[config.mk]
export PLATFORM = sky130hd
export DESIGN_NAME = kwdt_top
export DESIGN_NICKNAME = d
export VERILOG_FILES = /design/src/rtl/kwdt_pkg.sv /design/src/rtl/kwdt_prescale.sv /design/src/rtl/kwdt_keyseq.sv /design/src/rtl/kwdt_ctlreg.sv /design/src/rtl/kwdt_top.sv
export SDC_FILE = /design/constraint.sdc
export NUM_CORES = 1
export LEC_CHECK = 0
export BUFFER_PORTS_ARGS = -buffer_cell sky130_fd_sc_hd__buf_2
export CAP_MARGIN = 10
export CORE_ASPECT_RATIO = 1.25
export CORE_MARGIN = 2
export CORE_UTILIZATION = 54
export DETAILED_ROUTE_END_ITERATION = 10
export GPL_TIMING_DRIVEN = 0
export PLACE_DENSITY = 0.85
export SYNTH_ARGS = -nofsm -noshare
export SYNTH_HDL_FRONTEND = slang
export SYNTH_SLANG_ARGS = --single-unit
[constraint.sdc]
create_clock -name clk -period 2.58 [get_ports clk]
set_clock_uncertainty 0.2 [all_clocks]
set_input_delay 0.258 -clock clk [delete_from_list [all_inputs] [get_ports clk]]
set_output_delay 0.258 -clock clk [all_outputs]
set_load 0.005 [all_outputs]
[src/rtl/kwdt_pkg.sv]
package kwdt_pkg;
   typedef enum logic [1:0] {
      RA_COUNT = 2'd0,
      RA_KEY   = 2'd1,
      RA_CTRL  = 2'd2,
      RA_SPARE = 2'd3
   } kwdt_addr_e;
endpackage

[src/rtl/kwdt_prescale.sv]
module kwdt_prescale #(
   parameter int BASE_LOG2 = 9,
   parameter int RATE_W    = 3
) (
   input  logic              clk,
   input  logic              rst_n,
   input  logic              run,
   input  logic              clr,
   input  logic [RATE_W-1:0] rate,
   output logic              tick
);
   localparam int RATES = 1 << RATE_W;
   localparam int PRE_W = BASE_LOG2 + RATES - 2;

   if (BASE_LOG2 < 1) begin : g_bad_base
      $error("kwdt_prescale: BASE_LOG2 must be at least 1");
   end
   if (RATE_W < 2) begin : g_bad_rate
      $error("kwdt_prescale: RATE_W must be at least 2");
   end

   logic [PRE_W-1:0] pre_q;
   logic [RATES-1:0] hit;

   for (genvar i = 0; i < RATES; i++) begin : g_rate
      localparam int L = (i < 2) ? BASE_LOG2 : BASE_LOG2 + i - 1;
      assign hit[i] = &pre_q[L-1:0];
   end

   always_ff @(posedge clk or negedge rst_n) begin
      if (!rst_n)   pre_q <= '0;
      else if (clr) pre_q <= '0;
      else if (run) pre_q <= pre_q + 1'b1;
   end

   assign tick = run & hit[rate];
endmodule

[src/rtl/kwdt_keyseq.sv]
module kwdt_keyseq #(
   parameter int           KW       = 8,
   parameter logic [KW-1:0] KEY_ARM  = 8'h55,
   parameter logic [KW-1:0] KEY_FIRE = 8'hAA
) (
   input  logic          clk,
   input  logic          rst_n,
   input  logic          wr,
   input  logic [KW-1:0] data,
   output logic          svc,
   output logic          bad
);
   if (KEY_ARM == KEY_FIRE) begin : g_bad_keys
      $error("kwdt_keyseq: the two key values must differ");
   end

   logic armed_q;
   logic is_arm, is_fire;

   assign is_arm  = wr && (data == KEY_ARM);
   assign is_fire = wr && (data == KEY_FIRE);
   assign svc     = is_fire && armed_q;
   assign bad     = wr && !is_arm && !is_fire;

   always_ff @(posedge clk or negedge rst_n) begin
      if (!rst_n)               armed_q <= 1'b0;
      else if (bad || is_fire)  armed_q <= 1'b0;
      else if (is_arm)          armed_q <= 1'b1;
   end
endmodule

[src/rtl/kwdt_ctlreg.sv]
module kwdt_ctlreg #(
   parameter int                       REG_W   = 8,
   parameter int                       RATE_W  = 3,
   parameter logic [REG_W-RATE_W-3:0]  CHK_VAL = 3'b101
) (
   input  logic              clk,
   input  logic              rst_n,
   input  logic              wr,
   input  logic [REG_W-1:0]  data,
   input  logic              permit,
   input  logic              ovf,
   output logic [RATE_W-1:0] rate,
   output logic              dis,
   output logic              flag,
   output logic              bad
);
   localparam int FLAG_BIT = REG_W - 1;
   localparam int DIS_BIT  = REG_W - 2;
   localparam int CHK_W    = REG_W - 2 - RATE_W;

   if (CHK_W < 1) begin : g_bad_split
      $error("kwdt_ctlreg: no room left for the guard field");
   end

   logic chk_ok, wr_ok;
   assign chk_ok = (data[RATE_W +: CHK_W] == CHK_VAL);
   assign wr_ok  = wr && chk_ok;
   assign bad    = wr && !chk_ok;

   always_ff @(posedge clk or negedge rst_n) begin
      if (!rst_n) begin
         rate <= '0;
         dis  <= 1'b0;
         flag <= 1'b0;
      end else begin
         if (wr_ok) begin
            rate <= data[RATE_W-1:0];
            if (data[DIS_BIT]) begin
               if (permit) dis <= 1'b1;
            end else begin
               dis <= 1'b0;
            end
         end
         if (ovf)                        flag <= 1'b1;
         else if (wr_ok && data[FLAG_BIT]) flag <= 1'b0;
      end
   end
endmodule

[src/rtl/kwdt_top.sv]
module kwdt_top
   import kwdt_pkg::*;
#(
   parameter int                       DATA_W    = 16,
   parameter int                       REG_W     = 8,
   parameter int                       RATE_W    = 3,
   parameter int                       BASE_LOG2 = 9,
   parameter logic [REG_W-1:0]         KEY_ARM   = 8'h55,
   parameter logic [REG_W-1:0]         KEY_FIRE  = 8'hAA,
   parameter logic [REG_W-RATE_W-3:0]  CHK_VAL   = 3'b101
) (
   input  logic              clk,
   input  logic              rst_n,
   input  logic              dis_permit,
   input  logic              wr_en,
   input  logic [1:0]        addr,
   input  logic [DATA_W-1:0] wdata,
   output logic [DATA_W-1:0] rdata,
   output logic              sys_rst_req
);
   localparam int CHK_W = REG_W - 2 - RATE_W;

   if (DATA_W <= REG_W) begin : g_bad_bus
      $error("kwdt_top: DATA_W must be wider than REG_W");
   end

   logic [REG_W-1:0]  wbyte;
   logic              unused_hi;
   logic              wr_key, wr_ctl;
   logic              svc, key_bad, chk_bad, tick, ovf;
   logic [RATE_W-1:0] rate;
   logic              dis_q, flag_q;
   logic [REG_W-1:0]  cnt_q;
   logic [REG_W-1:0]  rd_byte;

   assign wbyte     = wdata[REG_W-1:0];
   assign unused_hi = ^(wdata >> REG_W);
   assign wr_key    = wr_en && (kwdt_addr_e'(addr) == RA_KEY);
   assign wr_ctl    = wr_en && (kwdt_addr_e'(addr) == RA_CTRL);

   kwdt_keyseq #(.KW(REG_W), .KEY_ARM(KEY_ARM), .KEY_FIRE(KEY_FIRE)) u_key (
      .clk(clk), .rst_n(rst_n), .wr(wr_key), .data(wbyte),
      .svc(svc), .bad(key_bad)
   );

   kwdt_prescale #(.BASE_LOG2(BASE_LOG2), .RATE_W(RATE_W)) u_pre (
      .clk(clk), .rst_n(rst_n), .run(!dis_q), .clr(svc),
      .rate(rate), .tick(tick)
   );

   kwdt_ctlreg #(.REG_W(REG_W), .RATE_W(RATE_W), .CHK_VAL(CHK_VAL)) u_ctl (
      .clk(clk), .rst_n(rst_n), .wr(wr_ctl), .data(wbyte),
      .permit(dis_permit), .ovf(ovf),
      .rate(rate), .dis(dis_q), .flag(flag_q), .bad(chk_bad)
   );

   assign ovf = tick && (&cnt_q) && !svc;

   always_ff @(posedge clk or negedge rst_n) begin
      if (!rst_n)    cnt_q <= '0;
      else if (svc)  cnt_q <= '0;
      else if (tick) cnt_q <= cnt_q + 1'b1;
   end

   always_ff @(posedge clk or negedge rst_n) begin
      if (!rst_n) sys_rst_req <= 1'b0;
      else        sys_rst_req <= ovf | key_bad | chk_bad;
   end

   always_comb begin
      case (kwdt_addr_e'(addr))
         RA_COUNT: rd_byte = cnt_q;
         RA_CTRL:  rd_byte = {flag_q, dis_q, {CHK_W{1'b0}}, rate};
         default:  rd_byte = '0;
      endcase
   end

   assign rdata = DATA_W'(rd_byte);
endmodule

# == Yosys cells after proc, flatten, opt, wreduce, memory -nomap -nowiden ==
# Index checks and enable logic that the tools add are counted.
# totals
output_inout_bits,17
latch_bits,0
elab_cells,64
n_memories,0
inputBits,22
ff_bits,30
rom_bits,0
ramBits,0
# classes
n_bitwise,3
n_eq_ne,7
shift,0
div,0
addsub,2
multipliers,0
n_lt_le_gt_ge,1
n_mux,13
n_reduce_logical,31
# op_table
operator,n
2-to-1 mux 15 bit,2
2-to-1 mux 8 bit,2
one-hot mux 8 bit (2 select lines),1
"adder 15 x 1 -> 15 bit, second input constant",1
AND reduction 15 bit,1
AND reduction 14 bit,1
AND reduction 13 bit,1
logical AND 1 bit,12
AND reduction 12 bit,1
AND reduction 11 bit,1
AND reduction 10 bit,1
AND reduction 9 bit,1
"adder 8 x 1 -> 8 bit, second input constant",1
"equality test 8 x 7 -> 1 bit, second input constant",1
"equality test 8 bit, second input constant",1
AND reduction 8 bit,1
2-to-1 mux 1 bit,7
nonzero test 2 bit,3
logical NOT 1 bit,5
"less-than comparator 3 x 4 -> 1 bit, second input constant",1
"inequality test 2 bit, second input constant",2
binary-select mux 1 bit (select 3 bit),1
"equality test 3 bit, second input constant",1
"equality test 2 x 1 -> 1 bit, second input constant",1
6 further kinds,7

# == Depth between registers and ports, before layout ==
# logic_depth
ltp_word,8
depth_mapped,9

# == Modules after synthesis ==
# Synthesis repeated with hierarchy kept, for this count alone.
# hier_totals
hier_cells,195
hier_area_um2,1783.0
# modules_own_cells
module,area_each_um2,instances,cells_per_inst
kwdt_prescale,839.6,1,89
kwdt_top,616.8,1,69
kwdt_ctlreg,216.5,1,24
kwdt_keyseq,110.1,1,13

# == Worst setup path before layout ==
# No wires, ideal clock.
# synth_path
path_kind,register -> register
from,register u_pre.pre_q[0]
to,register cnt_q[2]
setup_time_ps,77
period_less_slack_ps,2267
n_path_buf,1
arrival_ps,1990
setup_slack_ps,313
stages_incl_launch_ff,10
cell_sequence,dfrtp_1 -> ha_1 -> and3_1 -> and3_2 -> ha_1 -> nor2_1 -> o32a_1 -> buf_2 -> or4_1 -> a21oi_1
# synth_via
elab_chain_len,5
word_cells_on_any_way,11
classes_between,mux (2); bitwise (1); reduce/logical (8)
# synth_rtl
item,line,rtl
"start, declared",kwdt_prescale.sv:22,logic [PRE_W-1:0] pre_q;
"start signal, assigned",kwdt_prescale.sv:33,else if (run) pre_q <= pre_q + 1'b1;
"AND reduction 15 bit, or another cell as far along",kwdt_prescale.sv:27,assign hit[i] = &pre_q[L-1:0];
binary-select mux 1 bit (select 3 bit) (*),kwdt_prescale.sv:36,assign tick = run & hit[rate];
2-to-1 mux 1 bit (not written as such) (*),kwdt_prescale.sv:36,
AND 1 bit (*),kwdt_prescale.sv:36,
nonzero test 2 bit (no source line) (*),--,
"end signal, assigned",kwdt_top.sv:62,else if (tick) cnt_q <= cnt_q + 1'b1;
"end, declared",kwdt_top.sv:33,logic [REG_W-1:0] cnt_q;
# Mark *: on every way between the ends. The rest lies on a longest branch, timed or not. The select of a mux whose other input is x is not followed.
# A chain may end at the register's enable or synchronous reset.

# == Worst setup path after layout ==
# Same ends and word-level chain as after synthesis.

==> out/qor.txt <==
Final setup viols - 0
dpl cell area - 0.00198 mm^2
outcome - completed
via density per instance - 5.70
worst hold path class - input port to flip-flop
Die ar. - 0.00382 mm^2
Post-Syn Area - 0.00180 mm^2
clk root buf - clkbuf_8
fin. max-slew vios - 0
Final Cell Area - 0.00209 mm^2
type of element capturing the critical path - flip-flop
Period Utilization, post-route - 95.5%
largest cells by area after synthesis - dfrtp_1 42%, nor2_1 5.4%, mux2i_1 5.0%
area leader, netlist - dfrtp_1
std cell rows - 23
CTS H-tree depth - 2
flop-to-flop setup slack - 0.12 ns
worst hold slack - 0.0373 ns
non-filler cells, final - 269
Power Dens Cells - 697 mW/mm^2
Vias - 1532
DP Worst Slack - 0.137 ns
Startpoint Class - flip-flop
Max Cap Viol - 0
Critical Path Start - u_pre.pre_q[0]$_DFFE_PN0P_
number of synthesized register bits - 30
crit path time final - 2.46 ns
xor/xnor share of the synthesized area - 5.34%
Tot Pwr - 1.46 mW
sequential area share after synthesis - 41.6%
kind of critical path - flip-flop to flip-flop
CTS sink count - 30
Synth Instances - 195
P&R area growth vs syn - 16.0%
post-DP HPWL - 2700 um
Placeable Area - 0.00319 mm^2
layout cell share with drive strength beyond 1 - 21.1%
CTS buffer count - 5
worst setup margin - 0.117 ns
first-pass GRT wire length - 6160 um
vias in the first global route - 1460
Die Wd - 55.7 um
initial antenna violation count - 0
top cell type's share of synthesized area - 41.6%
diode count - 0
fin util - 65.5%
clk buf depth - 2
post-synth cell types - 44
Hold Vio Cnt, Final - 0
ANT nets after route - 0
starting density of the core - 56.5%
nets@finish - 256
adder-cell share of the synthesized area - 2.08%
FMAX - 406 MHz
largest net degree at the start of global routing - 31
Sum Neg Setup Slack - 0 ns
Slew @ Worst Pin - 1.18 ns
Synth Area in Simple Gates - 28.6%
largest family of logic cells by synthesized area - simple AND/OR/NAND/NOR gates
worst setup path endpoint - cnt_q[2]$_DFFE_PN0P_
Iter 0 DRT Violations - 88
Buffers on Ports - 20
post-synthesis compound-gate area fraction - 9.71%
CP required - 2.59 ns
RR Endpoint - cnt_q[2]$_DFFE_PN0P_
drt first pass iters - 4
global route overflow - 0
RSZ-0062 raised after global routing - no
routability cong. - 0.886
Die Y-Extent - 68.6 um
Clk Latency, worst-skew pair - 0.28 ns
worst-path fanout max - 10
CTS tree - yes
I/O Pins - 39
LEAKAGE - 0.986 nW
Reg2Reg Depth - 9
Reg-to-Reg Start - u_pre.pre_q[0]$_DFFE_PN0P_
CP arrival - 2.47 ns
Worst slew margin - 20.3%
CTS clock-pin slew for the worst setup and hold paths - 0.06 ns
Avg Cell Area, Syn - 9.25 um^2
post-synthesis mux area share - 6.24%
drc violations - 0
Routed WL - 3700 um
GRT Util Overall - 21.3%
Ys Warns - 0
Wirelength per Cell - 13.7 um
placed instance count - 259
Peak VDD IR - 408 uV
## cell usage after synthesis (all sizes together)
cell,instances
o31ai,5
or3,3
a21oi,9
nor3,3
conb,1
a21boi,1
nor2,26
xor2,8
xnor2,3
mux2i,9
nor4,2
or4,4
dfrtp,30
o32ai,1
nand3,6
mux2,2
o31a,1
o32a,1
nand2b,4
nor4bb,2
nand4b,1
and3,5
a21o,1
nand4bb,1
and4,2
inv,2
nand3b,3
ha,3
buf,12
clkbuf,3
nand2,19
o21ai,7
and2,6
o211ai,2
nor2b,1
and4b,2
nand4,4
## power by group
group / leakage, nW / switching (mW) / internal, mW
Sequential: 0.389 / 0.112 / 0.574
Clock: 0.0482 / 0.168 / 0.215
Combinational: 0.549 / 0.194 / 0.195
Total: 0.986 / 0.474 / 0.984
## worst min-delay path by stage
| stage | slack [ns] | depth (start not counted) | from | to |
|---|---|---|---|---|
| after floorplan | -0.24 | 0 | rst_n | cnt_q[0]$_DFFE_PN0P_ |
| after global placement | 0.13 | 1 | rst_n | cnt_q[4]$_DFFE_PN0P_ |
| after detailed placement | 0.14 | 1 | rst_n | cnt_q[4]$_DFFE_PN0P_ |
| after CTS | 0.03 | 3 | wdata[6] | u_ctl.dis$_DFFE_PN0P_ |
| after global routing | 0.04 | 2 | wdata[2] | u_ctl.rate[2]$_DFFE_PN0P_ |
| final | 0.04 | 3 | wdata[6] | u_ctl.dis$_DFFE_PN0P_ |
## cells by family after synthesis
logic type,count (synthesis)
AOI/OAI and AO/OA,28
muxes,11
adders and majority gates,3
DFF,30
other,1
xor gates and xnor gates,11
and+or+nand+nor,94
buffers and inverters,17
## flip-flops by register name, summed over array words and instances, names as in the netlist
| name | count |
|---|---|
| u_pre.pre_q | 15 |
| cnt_q | 8 |
| u_ctl.rate | 3 |
| sys_rst_req | 1 |
| u_ctl.dis | 1 |
| u_ctl.flag | 1 |
| u_key.armed_q | 1 |
## cells in the final DEF, fill, tap and decap left out, types with 3 or more instances in the layout
cell,n
xnor2_1,3
o31ai_1,5
nor3_1,3
or4_1,4
conb_1,8
mux2i_1,9
or3_1,3
clkbuf_1,4
dfrtp_1,30
nor2_1,26
nand4_1,4
buf_2,21
o21ai_0,7
clkbuf_8,6
xor2_1,8
nand3b_1,3
buf_4,10
and2_1,6
a21oi_1,8
nand3_1,5
nand2_1,19
ha_1,3
nand2b_1,3
## cell type report
cell class / instances / area, um^2
plain buffers: 15 / 106
clock buffers: 7 / 86.3
clock inverters: 1 / 5.00
fillers: 265 / 1100
inverters: 2 / 7.51
multi-input cells: 155 / 972
flip-flops and latches: 30 / 751
well taps: 37 / 46.3
repair buffers: 22 / 118
## repair_timing
item                                   4_1_cts  5_1_grt
setup endpoints to repair                    0        1
resized for setup                            0        3
endpoints found under the hold margin       30        0
setup buffers                                0        1
hold buffers                                 1        0
## worst max-delay path: stages (launching register included)
cell and delay (ns):
dfrtp_1 0.37, ha_1 0.18, and3_1 0.19, and3_2 0.18, ha_1 0.13, nor2_1 0.06
o32a_1 0.33, buf_4 0.18, or4_1 0.42, a21oi_2 0.15
## metal layers
layer | track usage [%] | part of all wire [%]
met1 | 21.4 | 41
met2 | 39.4 | 51
met3 | 5.22 | 4.4
met4 | 14.3 | 3.1
met5 | 0 | 0
Note: power is estimated with default switching activity, not from simulation.
